==> src/rtl/wfi_pkg.sv <==
package wfi_pkg;
    localparam int NUM_SIMD  = 4;
    localparam int NUM_CLASS = 7;
    localparam int CLS_W     = 3;
    localparam logic [CLS_W-1:0] CLS_VALU = 3'd2;

    typedef enum logic [2:0] {
        TS_WAIT,
        TS_SIMD0,
        TS_SIMD1,
        TS_SIMD2,
        TS_SIMD3
    } turn_e;
endpackage

==> src/rtl/wfi_oldest_pick.sv <==
module wfi_oldest_pick #(
    parameter int W     = 10,
    parameter int AGE_W = 8
) (
    input  logic             clk,
    input  logic             rst,
    input  logic [W-1:0]     cand,
    input  logic [W*AGE_W-1:0] ages,
    output logic [W-1:0]     grant
);
    logic             found;
    logic [AGE_W-1:0] best;
    int               pick;

    always_comb begin
        grant = '0;
        found = 1'b0;
        best  = '0;
        pick  = 0;
        for (int i = 0; i < W; i++) begin
            if (cand[i] && (!found || ages[i*AGE_W +: AGE_W] < best)) begin
                found = 1'b1;
                best  = ages[i*AGE_W +: AGE_W];
                pick  = i;
            end
        end
        if (found) grant[pick] = 1'b1;
    end

    // a single winner per class picker
    p_one_winner_r4: assert property (@(posedge clk) disable iff (rst)
        $onehot0(grant));
    // a winner must be a candidate
    p_grant_cand_r5: assert property (@(posedge clk) disable iff (rst)
        (grant & ~cand) == '0);
endmodule

==> src/rtl/wfi_valu_busy.sv <==
module wfi_valu_busy #(
    parameter int NUM_SIMD = 4,
    parameter int BUSY_CYC = 4
) (
    input  logic                clk,
    input  logic                rst,
    input  logic [NUM_SIMD-1:0] load,
    output logic [NUM_SIMD-1:0] free
);
    localparam int CNT_W = $clog2(BUSY_CYC + 1);
    localparam logic [CNT_W-1:0] RELOAD = CNT_W'(BUSY_CYC - 1);

    for (genvar s = 0; s < NUM_SIMD; s++) begin : g_simd
        logic [CNT_W-1:0] cnt;
        always_ff @(posedge clk) begin
            if (rst)          cnt <= '0;
            else if (load[s]) cnt <= RELOAD;
            else if (cnt != '0) cnt <= cnt - 1'b1;
        end
        assign free[s] = (cnt == '0);

        // counter restarts with the full busy time after an issue
        p_busy_reload_r7: assert property (@(posedge clk) disable iff (rst)
            load[s] |=> cnt == RELOAD);
        // the issuer never loads a port that is still busy
        p_no_issue_busy_r7: assert property (@(posedge clk) disable iff (rst)
            load[s] |-> cnt == '0);
    end
endmodule

==> src/rtl/wfi_issue_arbiter.sv <==
module wfi_issue_arbiter
    import wfi_pkg::*;
#(
    parameter int WF_PER_SIMD   = 10,
    parameter int AGE_W         = 8,
    parameter int VALU_BUSY_CYC = 4
) (
    input  logic                                  clk,
    input  logic                                  rst,
    input  logic [NUM_SIMD*WF_PER_SIMD-1:0]       wf_valid,
    input  logic [NUM_SIMD*WF_PER_SIMD*CLS_W-1:0] wf_class,
    input  logic [NUM_SIMD*WF_PER_SIMD*AGE_W-1:0] wf_age,
    output logic [NUM_SIMD*WF_PER_SIMD-1:0]       wf_ready,
    output logic [NUM_CLASS-1:0]                  issue_bitmap,
    output logic [1:0]                            turn,
    output logic                                  turn_valid
);
    localparam int NSLOT = NUM_SIMD * WF_PER_SIMD;

    turn_e state, state_nx;

    always_ff @(posedge clk) begin
        if (rst) state <= TS_WAIT;
        else     state <= state_nx;
    end

    always_comb begin
        unique case (state)
            TS_WAIT:  state_nx = TS_SIMD0;
            TS_SIMD0: state_nx = TS_SIMD1;
            TS_SIMD1: state_nx = TS_SIMD2;
            TS_SIMD2: state_nx = TS_SIMD3;
            TS_SIMD3: state_nx = TS_SIMD0;
            default:  state_nx = TS_WAIT;
        endcase
    end

    always_comb begin
        unique case (state)
            TS_SIMD0: begin turn = 2'd0; turn_valid = 1'b1; end
            TS_SIMD1: begin turn = 2'd1; turn_valid = 1'b1; end
            TS_SIMD2: begin turn = 2'd2; turn_valid = 1'b1; end
            TS_SIMD3: begin turn = 2'd3; turn_valid = 1'b1; end
            default:  begin turn = 2'd0; turn_valid = 1'b0; end
        endcase
    end

    // Select the served SIMD's pool
    logic [WF_PER_SIMD-1:0]       pool_valid;
    logic [WF_PER_SIMD*CLS_W-1:0] pool_cls;
    logic [WF_PER_SIMD*AGE_W-1:0] pool_age;
    logic [NUM_SIMD-1:0]          simd_free;
    logic [NUM_SIMD-1:0]          valu_load;

    always_comb begin
        pool_valid = '0;
        pool_cls   = '0;
        pool_age   = '0;
        for (int s = 0; s < NUM_SIMD; s++) begin
            if (turn_valid && turn == 2'(s)) begin
                pool_valid = wf_valid[s*WF_PER_SIMD +: WF_PER_SIMD];
                pool_cls   = wf_class[s*WF_PER_SIMD*CLS_W +: WF_PER_SIMD*CLS_W];
                pool_age   = wf_age[s*WF_PER_SIMD*AGE_W +: WF_PER_SIMD*AGE_W];
            end
        end
    end

    logic [WF_PER_SIMD-1:0] gnt [NUM_CLASS];

    for (genvar c = 0; c < NUM_CLASS; c++) begin : g_class
        logic [WF_PER_SIMD-1:0] cand;
        always_comb begin
            for (int k = 0; k < WF_PER_SIMD; k++) begin
                cand[k] = pool_valid[k] && (pool_cls[k*CLS_W +: CLS_W] == CLS_W'(c));
            end
            if (CLS_W'(c) == CLS_VALU && !simd_free[turn]) cand = '0;
        end
        wfi_oldest_pick #(.W(WF_PER_SIMD), .AGE_W(AGE_W)) u_pick (
            .clk   (clk),
            .rst   (rst),
            .cand  (cand),
            .ages  (pool_age),
            .grant (gnt[c])
        );
        assign issue_bitmap[c] = |gnt[c];
    end

    logic [WF_PER_SIMD-1:0] pool_grant;
    always_comb begin
        pool_grant = '0;
        for (int c = 0; c < NUM_CLASS; c++) pool_grant = pool_grant | gnt[c];
    end

    always_comb begin
        wf_ready = '0;
        for (int s = 0; s < NUM_SIMD; s++) begin
            valu_load[s] = turn_valid && turn == 2'(s) && issue_bitmap[CLS_VALU];
            if (turn_valid && turn == 2'(s))
                wf_ready[s*WF_PER_SIMD +: WF_PER_SIMD] = pool_grant;
        end
    end

    wfi_valu_busy #(.NUM_SIMD(NUM_SIMD), .BUSY_CYC(VALU_BUSY_CYC)) u_busy (
        .clk  (clk),
        .rst  (rst),
        .load (valu_load),
        .free (simd_free)
    );

    // Assertions
    logic [NSLOT-1:0] served_mask;
    always_comb begin
        served_mask = '0;
        if (turn_valid)
            for (int k = 0; k < WF_PER_SIMD; k++)
                served_mask[int'(turn)*WF_PER_SIMD + k] = 1'b1;
    end

    p_wait_after_reset_r1: assert property (@(posedge clk) disable iff (rst)
        $past(rst) |-> !turn_valid && wf_ready == '0);
    p_rotate_r2: assert property (@(posedge clk) disable iff (rst)
        turn_valid && $past(turn_valid) |-> turn == 2'($past(turn) + 2'd1));
    p_served_pool_r3: assert property (@(posedge clk) disable iff (rst)
        (wf_ready & ~served_mask) == '0);
    p_one_per_wf_r6: assert property (@(posedge clk) disable iff (rst)
        $countones(wf_ready) == $countones(issue_bitmap));
    p_ready_valid_r8: assert property (@(posedge clk) disable iff (rst)
        (wf_ready & ~wf_valid) == '0);
endmodule

==> config.mk <==
export PLATFORM = sky130hd
export DESIGN_NAME = wfi_issue_arbiter
export DESIGN_NICKNAME = d
export VERILOG_FILES = /design/src/rtl/wfi_pkg.sv /design/src/rtl/wfi_oldest_pick.sv /design/src/rtl/wfi_valu_busy.sv /design/src/rtl/wfi_issue_arbiter.sv
export SDC_FILE = /design/constraint.sdc
export NUM_CORES = 1
export LEC_CHECK = 0
export BUFFER_PORTS_ARGS = -buffer_cell sky130_fd_sc_hd__buf_2
export CAP_MARGIN = 5
export CORE_MARGIN = 3
export CORE_UTILIZATION = 43
export DETAILED_ROUTE_END_ITERATION = 8
export PLACE_DENSITY_LB_ADDON = 0.08
export SLEW_MARGIN = 20
export SYNTH_ARGS = -nofsm -noshare
export SYNTH_HDL_FRONTEND = slang
export SYNTH_HIERARCHICAL = 1
export SYNTH_SLANG_ARGS = --single-unit
==> constraint.sdc <==
create_clock -name clk -period 41.6 [get_ports clk]
set_clock_uncertainty 0.15 [all_clocks]
set_input_delay 0 -clock clk [delete_from_list [all_inputs] [get_ports clk]]
set_output_delay 0 -clock clk [all_outputs]
set_load 0.02 [all_outputs]
* Word level (Yosys, flattened, before mapping) *
Cells that the tools add are included.

word-level totals
  register bits = 15
  input bits = 482
  output and inout bits = 50

cells by class
  reduce and logical (&&, ||, !) cells = 311
  add/subtract/negate cells = 4
  equal/unequal tests = 67
  bitwise logic cells = 6
  $lt $le $gt $ge = 78
  mux-type cells = 247

operators with widths
  kind                                                 number
  < comparator 8 bit                                   63
  two-way mux 8 bit                                    63
  two-way mux 80 bit                                   4
  two-way mux 10 bit                                   16
  logical AND 1 bit                                    148
  two-way mux 30 bit                                   4
  equality test 3 bit, second input constant           31
  two-way mux 1 bit                                    86
  two-way mux 3 bit                                    28
  OR reduction 10 bit                                  7
  equality test 3 x 2 -> 1 bit, second input constant  22
  logical NOT 1 bit                                    63
  logical OR 1 bit                                     63
  OR 10 bit                                            6
  two-way mux 4 bit                                    14
  logical NOT 3 bit                                    15
  two-way mux 2 bit                                    22
  < comparator 4 x 5 -> 1 bit, second input constant   7
  equality test 3 x 1 -> 1 bit, second input constant  11
  demux 1 bit (select 4 bit)                           7
  >= comparator 4 x 1 -> 1 bit, second input constant  7
  case mux 3 bit (4 select lines)                      1
  nonzero test 3 bit                                   4
  subtractor 3 x 1 -> 3 bit, second input constant     4
  other kinds (9)                                      17

* Depth between registers and ports, before layout *
Gate-level depths: netlist of run 1.

  depth after elaboration = 59
  gate-level depth with buffers = 108

* Modules after synthesis *
Netlist of run 1, hierarchy kept.

by module, submodules not included
  module                                   seq. area each (µm²)  area an instance (µm²)  times used  cells an instance
  wfi_oldest_pick (g_class[4].u_pick ...)  0.0                   2995.4                  2           437
  wfi_oldest_pick (g_class[1].u_pick ...)  0.0                   2954.1                  2           408
  wfi_issue_arbiter                        60.1                  4982.3                  1           726
  wfi_oldest_pick (g_class[3].u_pick)      0.0                   3243.1                  1           448
  wfi_oldest_pick (g_class[0].u_pick)      0.0                   3176.8                  1           446
  wfi_oldest_pick (g_class[6].u_pick)      0.0                   2976.6                  1           425
  wfi_valu_busy                            240.2                 704.4                   1           73

* Least setup slack after synthesis of run 1 *
No wires, ideal clock.

  kind = register to output
  start point = register state[0]
  end point = output wf_ready[11]
  arrival = 20.442 ns
  buffers on the path = 11
  data required time = 41.450 ns
  slack = 21.008 ns
  cell stages (with the launch flop) = 98
  cell sequence = dfxtp_1 -> buf_6 -> nor2b_1 -> buf_2 -> buf_2 -> clkbuf_1 -> a22oi_1 -> o22ai_1 -> and4bb_1 -> o21a_1 -> o211a_4 -> clkbuf_1 -> o21ai_0 -> inv_1 -> ha_1 -> nand4_1 -> or2_2 -> a2111oi_2 -> [62 not listed] -> nand2b_1 -> nand2_1 -> nand2_1 -> or3_4 -> o211ai_4 -> mux2_4 -> ha_1 -> or4b_2 -> a21oi_1 -> o21ai_0 -> a31oi_1 -> o41ai_1 -> or2_2 -> nand4_2 -> nor3_1 -> or4_1 -> nor4_1 -> nor2_1

RTL lines
  element                   RTL line                 source
  start: declaration        wfi_issue_arbiter.sv:20  turn_e state, state_nx;
  start signal: assignment  wfi_issue_arbiter.sv:24  else state <= state_nx;
  end: declaration          wfi_issue_arbiter.sv:13  output logic [NUM_SIMD*WF_PER_SIMD-1:0] wf_ready,

==> results of run 1 <==
worst max-delay path, delay by kind of cell (launching register included):
family	cells	cell delay, ns
flip-flops	1	0.74
adder cells (fa/ha/maj)	9	2.63
multiplexers	2	0.71
AO/OA/AOI/OAI	50	12.77
buffers and inverters	6	1.52
AND/OR/NAND/NOR	21	6.34
flip-flops by register name (all words and copies together), names as in the netlist:
signal	count
u_busy/g_simd.cnt	12
state	3
worst paths after layout:
path,to,cells past startpoint,slack [ns],from
worst max-delay path,wf_ready[30],88,16.42,state[0]$_SDFF_PP0_
worst min-delay path,u_busy/g_simd[3].cnt[0]$_SDFFE_PP0P_,2,0.46,u_busy/g_simd[3].cnt[0]$_SDFFE_PP0P_
worst max register to register,u_busy/g_simd[2].cnt[0]$_SDFFE_PP0P_,85,17.65,state[1]$_SDFF_PP0_
worst min register to register,u_busy/g_simd[3].cnt[0]$_SDFFE_PP0P_,2,0.46,u_busy/g_simd[3].cnt[0]$_SDFFE_PP0P_
cell type report:
class                           count  area share
Antenna cell                        4    0.000322
Clock buffer                        3     0.00242
Sequential cell                    15     0.00995
Multi-Input combinational cell   3337       0.805
Clock inverter                      1    0.000161
Timing Repair Buffer              644       0.113
Inverter                          298      0.0360
Tap cell                          837      0.0337
metrics by stage:
stage / hold slack (ns) / cell area, µm² / std cells / power, mW
after global routing: 0.488 / 31100 / 5136 / 0.831
after floorplan: -0.0779 / 27000 / 3808 / 0.503
after global placement: 0.251 / 30900 / 5130 / 0.717
after CTS: 0.455 / 31000 / 5135 / 0.746
final: 0.463 / 31100 / 5139 / 0.763
after detailed placement: 0.250 / 30900 / 5130 / 0.723
cells in the mapped netlist, drive strengths merged (15+ instances only):
library cell	number
o22a	23
a21o	129
o21ai	243
a2111o	16
ha	421
and4	17
a21oi	281
a22oi	102
nor2	294
nand4	54
clkbuf	68
mux2	72
o21bai	17
or2	34
nand3	65
a211oi	72
nor3b	15
nand2	330
a31oi	36
a211o	19
mux2i	208
a2111oi	30
or4	19
and2	45
o211ai	42
o31ai	16
o21a	63
buf	90
o22ai	110
nor2b	41
and3	19
nor3	113
dfxtp	15
nor4	68
inv	298
nand2b	47
kinds of logic (layout without fill, tap and decap cells):
group,Yosys count,in the layout,synth area share
AOI/OAI and AO/OA,1375,1375,0.364
and+or+nand+nor,1244,1244,0.241
buffers and inverters,456,946,0.0719
adders and majority gates,431,431,0.199
muxes,280,280,0.111
DFF,15,15,0.0111
xor gates and xnor gates,7,7,0.00227
other,0,4,0
routing by layer:
layer	up-vias	GRT usage
met5	-	0
met4	2	0.168
met3	252	0.0434
met2	1480	0.598
met1	15500	0.473
li1	15600	-
report_power, final:
part / switching, mW / internal (mW)
Sequential: 0.00649 / 0.0200
Clock: 0.00704 / 0.0129
Combinational: 0.447 / 0.270
Total: 0.460 / 0.303
what timing repair did:
item	in CTS	in global routing
setup buffers	0	0
endpoints found under the hold margin	1	0
hold buffers	1	0
==> impl_metrics.prom, run 1 <==
# TYPE chip_impl_metric gauge
chip_impl_metric{name="synthesis.instances",unit=""} 3808
chip_impl_metric{name="initialDrtViolationCount",unit=""} 3023
chip_impl_metric{name="syn2layout_area_growth",unit="%"} 15.1
chip_impl_metric{name="cts.reportedPaths.clkPinSlew",unit="ns"} 0.05
chip_impl_info{name="layout_commonest_cell",value="sky130_fd_sc_hd__buf_2"} 1
chip_impl_metric{name="grt_overflow",unit=""} 0
chip_impl_info{name="worst_path_max_delay_cell",value="sky130_fd_sc_hd__nor4_1"} 1
chip_impl_metric{name="clk_path_buf_depth",unit=""} 2
chip_impl_metric{name="fin_crit_sh",unit=""} 0.605
chip_impl_metric{name="design.portCount",unit=""} 532
chip_impl_metric{name="fp.dieW",unit="µm"} 256
chip_impl_metric{name="grt_pass1_vias",unit=""} 30800
chip_impl_metric{name="synth_enable_flop_cells",unit=""} 0
chip_impl_info{name="netlist.top_cell.by_area",value="sky130_fd_sc_hd__ha_1"} 1
chip_impl_metric{name="routed_via_density",unit=""} 6.40
chip_impl_metric{name="post-place-ws",unit="ns"} 17.06
chip_impl_metric{name="worst_skew_pair.late_latency",unit="ns"} 0.25
chip_impl_metric{name="detail-route-antenna-nets",unit=""} 0
chip_impl_metric{name="total_wire_length",unit="mm"} 127
chip_impl_info{name="critPathCaptureType",value="output pin"} 1
chip_impl_metric{name="postCtsResizedCells",unit=""} 0
chip_impl_metric{name="yosysUniqueCellTypes",unit=""} 136
chip_impl_info{name="rsz0062_at_grt",value="false"} 1
chip_impl_info{name="synth_top_flop_cell",value="sky130_fd_sc_hd__dfxtp_1"} 1
chip_impl_metric{name="global_route_wire_length_before_repair",unit="mm"} 186
chip_impl_metric{name="crit_fanout",unit=""} 53
chip_impl_metric{name="leakagePower",unit="nW"} 13.6
chip_impl_metric{name="cts-buffers-inserted",unit=""} 3
chip_impl_info{name="synth_area_leaders",value="sky130_fd_sc_hd__ha_1 20%, sky130_fd_sc_hd__mux2i_1 7.5%, sky130_fd_sc_hd__a21oi_1 5.1%"} 1
chip_impl_metric{name="synth.ff_latch_count",unit=""} 15
chip_impl_info{name="clock_tree_from_tritoncts",value="done"} 1
chip_impl_metric{name="synth_nets",unit=""} 4711
chip_impl_metric{name="max-slew-margin-rel",unit=""} 0.170
chip_impl_metric{name="wl_met2",unit="mm"} 57.2
chip_impl_metric{name="synth_top_area_share",unit=""} 0.195
chip_impl_metric{name="sum_of_negative_setup_slack",unit="ns"} 0
chip_impl_metric{name="num-fill-cells",unit=""} 6486
chip_impl_metric{name="drt-pass1-iter-count",unit=""} 6
chip_impl_info{name="route.top_layer_used",value="met5"} 1
chip_impl_metric{name="gpl.final_weighted_congestion",unit=""} 1.06
chip_impl_metric{name="crit_required",unit="ns"} 41.45
chip_impl_metric{name="final_net_count",unit=""} 5202
chip_impl_metric{name="final_period_minus_worst_setup_slack",unit="ns"} 25.18
chip_impl_metric{name="ys_seq_area_frac",unit=""} 0.0111
chip_impl_metric{name="maxCapViolCount",unit=""} 0
chip_impl_metric{name="cp_data_arrival_time",unit="ns"} 25.03
chip_impl_metric{name="power_per_cell_area",unit="nW/µm²"} 24.6
chip_impl_info{name="cts.root.buffer_cell",value="sky130_fd_sc_hd__clkbuf_16"} 1
chip_impl_metric{name="design.core.area",unit="µm²"} 61900
chip_impl_metric{name="routed_wire_length_per_instance",unit="µm"} 24.8
chip_impl_info{name="most-common-layout-cells",value="531 x sky130_fd_sc_hd__buf_2, 421 x sky130_fd_sc_hd__ha_1, 326 x sky130_fd_sc_hd__nand2_1"} 1
chip_impl_metric{name="tritoncts_num_sinks",unit=""} 15
chip_impl_metric{name="post_synth.cell_area_avg",unit="µm²"} 7.09
chip_impl_info{name="critical_path_start_end_classification",value="reg -> out"} 1
chip_impl_metric{name="mappedNetlistArea",unit="µm²"} 27000
chip_impl_metric{name="dieHeight",unit="µm"} 256
chip_impl_metric{name="grt_max_degree",unit=""} 63
chip_impl_metric{name="io_buffers",unit=""} 531
chip_impl_metric{name="fin_util",unit=""} 0.502
chip_impl_metric{name="vdd_ir_drop_max",unit="mV"} 0.0137
chip_impl_metric{name="setup_violations",unit=""} 0
chip_impl_metric{name="postLayoutSetupSlackWorst",unit="ns"} 16.42
chip_impl_info{name="type_of_the_worst_min_delay_path",value="reg -> reg"} 1
chip_impl_metric{name="htreeDepth",unit=""} 1
chip_impl_metric{name="dieArea",unit="µm²"} 65800
chip_impl_metric{name="drive_above_1_share",unit=""} 0.216
chip_impl_metric{name="slew_violations",unit=""} 0
chip_impl_metric{name="max_freq",unit="MHz"} 39.7
chip_impl_metric{name="antenna_found_initial",unit=""} 8
chip_impl_metric{name="vias",unit=""} 32900
chip_impl_metric{name="yosys_warnings",unit=""} 6
chip_impl_metric{name="routed_length_on_met3",unit="mm"} 10.6
chip_impl_metric{name="hpwlAfterDp",unit="mm"} 105
chip_impl_info{name="worst_setup_path_start_kind",value="register"} 1
chip_impl_metric{name="met1_length",unit="mm"} 52.9
chip_impl_metric{name="floorplan.initialDensity",unit=""} 0.436
chip_impl_metric{name="multiInputGateArea",unit="µm²"} 25000
chip_impl_metric{name="final_hold_viol_count",unit=""} 0
chip_impl_metric{name="max_slew.worst_pin.slew",unit="ns"} 1.23
chip_impl_metric{name="regArea",unit="µm²"} 309
chip_impl_metric{name="drc",unit=""} 0
chip_impl_metric{name="postSynth.asyncResetShare",unit=""} 0
chip_impl_metric{name="core.rowCount",unit=""} 91
chip_impl_metric{name="timing.critical_path.slowest_cell_delay",unit="ns"} 0.96
chip_impl_metric{name="groute.usage.overall",unit=""} 0.363
chip_impl_info{name="status",value="complete, no violations"} 1
Note: power is estimated with default switching activity, not from simulation.
==> run 2, diff against run 1 <==
==> constraint.sdc (replaced) <==
create_clock -name clk -period 24.4 [get_ports clk]
set_clock_uncertainty 0.15 [all_clocks]
set_input_delay 0 -clock clk [delete_from_list [all_inputs] [get_ports clk]]
set_output_delay 0 -clock clk [all_outputs]
set_load 0.02 [all_outputs]
==> run 2 against run 1 <==
Global-route usage increased by 0.56 points; worst hold slack got worse by 0.016 ns; register-to-register slack got worse by 16 ns; first-iteration DRC count decreased by 3.4%; sequential share of layout area about the same; routed wire length increased by 0.98%; final area increased by 0.63%; flip-flop and latch count unchanged; utilization increased by 0.32 points; die area unchanged; critical path type is now reg -> reg; critical endpoint is now u_busy/g_simd[3].cnt[0]$_SDFFE_PP0P_; highest routed layer unchanged.
==> impl_metrics.prom, run 2 (synthesis gave the netlist of run 1 again) <==
# TYPE chip_impl_metric gauge
chip_impl_metric{name="placed_cell_area",unit="µm²"} 31100
chip_impl_metric{name="largest_register_ffs",unit=""} 12
chip_impl_metric{name="timing.critical_path.slowest_cell_delay",unit="ns"} 0.78
chip_impl_info{name="timing.rr.start",value="state[0]$_SDFF_PP0_"} 1
chip_impl_metric{name="holdPathStages",unit=""} 2
chip_impl_info{name="critical_hold_path_startpoint",value="u_busy/g_simd[1].cnt[0]$_SDFFE_PP0P_"} 1
chip_impl_metric{name="design_area",unit="µm²"} 31300
chip_impl_info{name="worst_setup_path_start_kind",value="register"} 1
chip_impl_metric{name="max-slew-margin-rel",unit=""} 0.186
chip_impl_metric{name="total_wire_length",unit="mm"} 128
chip_impl_metric{name="tritoncts_num_sinks",unit=""} 15
chip_impl_info{name="status",value="complete, no violations"} 1
chip_impl_metric{name="routed_via_density",unit=""} 6.39
chip_impl_metric{name="core.rowCount",unit=""} 91
chip_impl_metric{name="power_per_cell_area",unit="nW/µm²"} 42.2
chip_impl_metric{name="hpwlAfterDp",unit="mm"} 107
chip_impl_metric{name="max_freq",unit="MHz"} 44.2
chip_impl_metric{name="max_slew.worst_pin.slew",unit="ns"} 1.21
chip_impl_metric{name="vdd_ir_drop_max",unit="mV"} 0.0231
chip_impl_info{name="worstHoldEndpoint",value="u_busy/g_simd[1].cnt[0]$_SDFFE_PP0P_"} 1
chip_impl_info{name="critPathCaptureType",value="register"} 1
chip_impl_metric{name="final_period_minus_worst_setup_slack",unit="ns"} 22.62
chip_impl_metric{name="num-fill-cells",unit=""} 6536
chip_impl_metric{name="reg2reg_setup_slack",unit="ns"} 1.78
chip_impl_metric{name="dieHeight",unit="µm"} 256
chip_impl_info{name="type_of_the_worst_min_delay_path",value="reg -> reg"} 1
chip_impl_metric{name="setup_violations",unit=""} 0
chip_impl_metric{name="gpl.final_weighted_congestion",unit=""} 1.00
chip_impl_metric{name="design.core.area",unit="µm²"} 61900
chip_impl_metric{name="grt_max_degree",unit=""} 61
chip_impl_info{name="worst_r2r_endpoint",value="u_busy/g_simd[3].cnt[0]$_SDFFE_PP0P_"} 1
chip_impl_info{name="critPathMostFrequentCell",value="sky130_fd_sc_hd__a21o_1"} 1
chip_impl_metric{name="worst_skew_pair.late_latency",unit="ns"} 0.26
chip_impl_metric{name="crit_required",unit="ns"} 24.38
chip_impl_metric{name="final_hold_viol_count",unit=""} 0
chip_impl_info{name="rsz0062_at_grt",value="false"} 1
chip_impl_metric{name="crit_fanout",unit=""} 34
chip_impl_metric{name="groute.usage.overall",unit=""} 0.369
chip_impl_metric{name="grt_pass1_vias",unit=""} 31400
chip_impl_metric{name="routed_wire_length_per_instance",unit="µm"} 24.9
chip_impl_metric{name="io_buffers",unit=""} 531
chip_impl_metric{name="hold_ws",unit="ns"} 0.447
chip_impl_metric{name="drt-pass1-iter-count",unit=""} 5
chip_impl_metric{name="fp.dieW",unit="µm"} 256
chip_impl_metric{name="vias",unit=""} 33000
chip_impl_metric{name="clk_path_buf_depth",unit=""} 2
chip_impl_metric{name="drc",unit=""} 0
chip_impl_metric{name="initialDrtViolationCount",unit=""} 2920
chip_impl_info{name="worst_path_max_delay_cell",value="sky130_fd_sc_hd__nor4_2"} 1
chip_impl_metric{name="final_net_count",unit=""} 5225
chip_impl_info{name="critical_path_start_end_classification",value="reg -> reg"} 1
chip_impl_metric{name="maxCapViolCount",unit=""} 0
chip_impl_metric{name="htreeDepth",unit=""} 1
chip_impl_metric{name="cp_data_arrival_time",unit="ns"} 22.60
chip_impl_metric{name="r2r.worst_path.cells",unit=""} 89
chip_impl_info{name="register_bank_with_the_most_flops",value="u_busy/g_simd.cnt"} 1
chip_impl_metric{name="drive_above_1_share",unit=""} 0.221
chip_impl_info{name="layout_commonest_cell",value="sky130_fd_sc_hd__buf_2"} 1
chip_impl_metric{name="antenna_found_initial",unit=""} 5
chip_impl_metric{name="design.portCount",unit=""} 532
chip_impl_metric{name="cts-buffers-inserted",unit=""} 3
chip_impl_metric{name="detail-route-antenna-nets",unit=""} 0
chip_impl_metric{name="leakagePower",unit="nW"} 13.7
chip_impl_info{name="cts.root.buffer_cell",value="sky130_fd_sc_hd__clkbuf_16"} 1
chip_impl_info{name="most-common-layout-cells",value="531 x sky130_fd_sc_hd__buf_2, 421 x sky130_fd_sc_hd__ha_1, 325 x sky130_fd_sc_hd__nand2_1"} 1
chip_impl_metric{name="sum_of_negative_setup_slack",unit="ns"} 0
chip_impl_metric{name="fin_util",unit=""} 0.505
chip_impl_info{name="worstSetupStartpoint",value="state[0]$_SDFF_PP0_"} 1
chip_impl_metric{name="cts.reportedPaths.clkPinSlew",unit="ns"} 0.06
chip_impl_info{name="top_regs",value="u_busy/g_simd.cnt: 12 flops, state: 3 flops"} 1
chip_impl_info{name="clock_tree_from_tritoncts",value="done"} 1
chip_impl_metric{name="syn2layout_area_growth",unit="%"} 15.9
chip_impl_metric{name="grt_overflow",unit=""} 0
chip_impl_metric{name="floorplan.initialDensity",unit=""} 0.436
chip_impl_metric{name="slew_violations",unit=""} 0
chip_impl_metric{name="dieArea",unit="µm²"} 65800
chip_impl_metric{name="global_route_wire_length_before_repair",unit="mm"} 190
chip_impl_metric{name="fin_crit_sh",unit=""} 0.927
[run 2: power breakdown]
part	leakage, nW	internal, mW	switching [mW]
sequential	0.126	0.0341	0.0114
combinational	13.5	0.469	0.769
clock	0.0409	0.0220	0.0119
[run 2: how the worst max path moves through the flow]
stage	end	slack [ns]	cells past startpoint
global route	wf_ready[14]	0.05	93
floorplan	wf_ready[11]	3.81	97
CTS	wf_ready[33]	1.21	91
global placement	wf_ready[16]	1.67	92
finish	u_busy/g_simd[3].cnt[0]$_SDFFE_PP0P_	1.78	89
detailed placement	wf_ready[30]	1.53	91
[run 2: layout make-up]
class	instances	area (µm²)	share of cell area
antenna	3	7.51	0.000240
clock buffer	3	75.1	0.00240
clock inverter	1	5.00	0.000160
inverter	298	1120	0.0358
multi-input combinational	3337	25000	0.800
sequential	15	309	0.00989
tap	837	1050	0.0335
timing repair buffer	667	3680	0.118
[run 2: repair_timing]
| item | in CTS | in global routing |
|---|---|---|
| gates resized for setup | 0 | 14 |
| setup endpoints to repair | 0 | 50 |
| hold buffers | 1 | 0 |
| buffers inserted | 0 | 2 |
| hold endpoints to repair | 1 | 0 |
[run 2: critical path, delay by kind of cell (launching register included)]
family	cells	cell delay [ns]
buf+inv	9	1.69
compound gates	41	9.00
fa+ha+maj	9	2.53
simple gates	25	6.82
flops	1	0.65
mux	5	1.57
[run 2: layer usage]
metal  track usage  vias to the layer above  wire length (µm)
met2         0.612                     1403             57700
met3        0.0474                      214             11100
met1         0.485                    15700             54100
met5             0                        -                17
met4         0.143                        2              5650
li1              -                    15700                 -
[run 2: metrics by stage]
stage | std cells | setup slack (ns) | total power [mW]
2_1_floorplan | 3808 | 3.81 | 0.857
3_3_place_gp | 5151 | 1.67 | 1.24
3_5_place_dp | 5151 | 1.53 | 1.25
4_1_cts | 5156 | 1.21 | 1.29
5_1_grt | 5160 | 0.0487 | 1.44
6_report | 5161 | 1.78 | 1.32
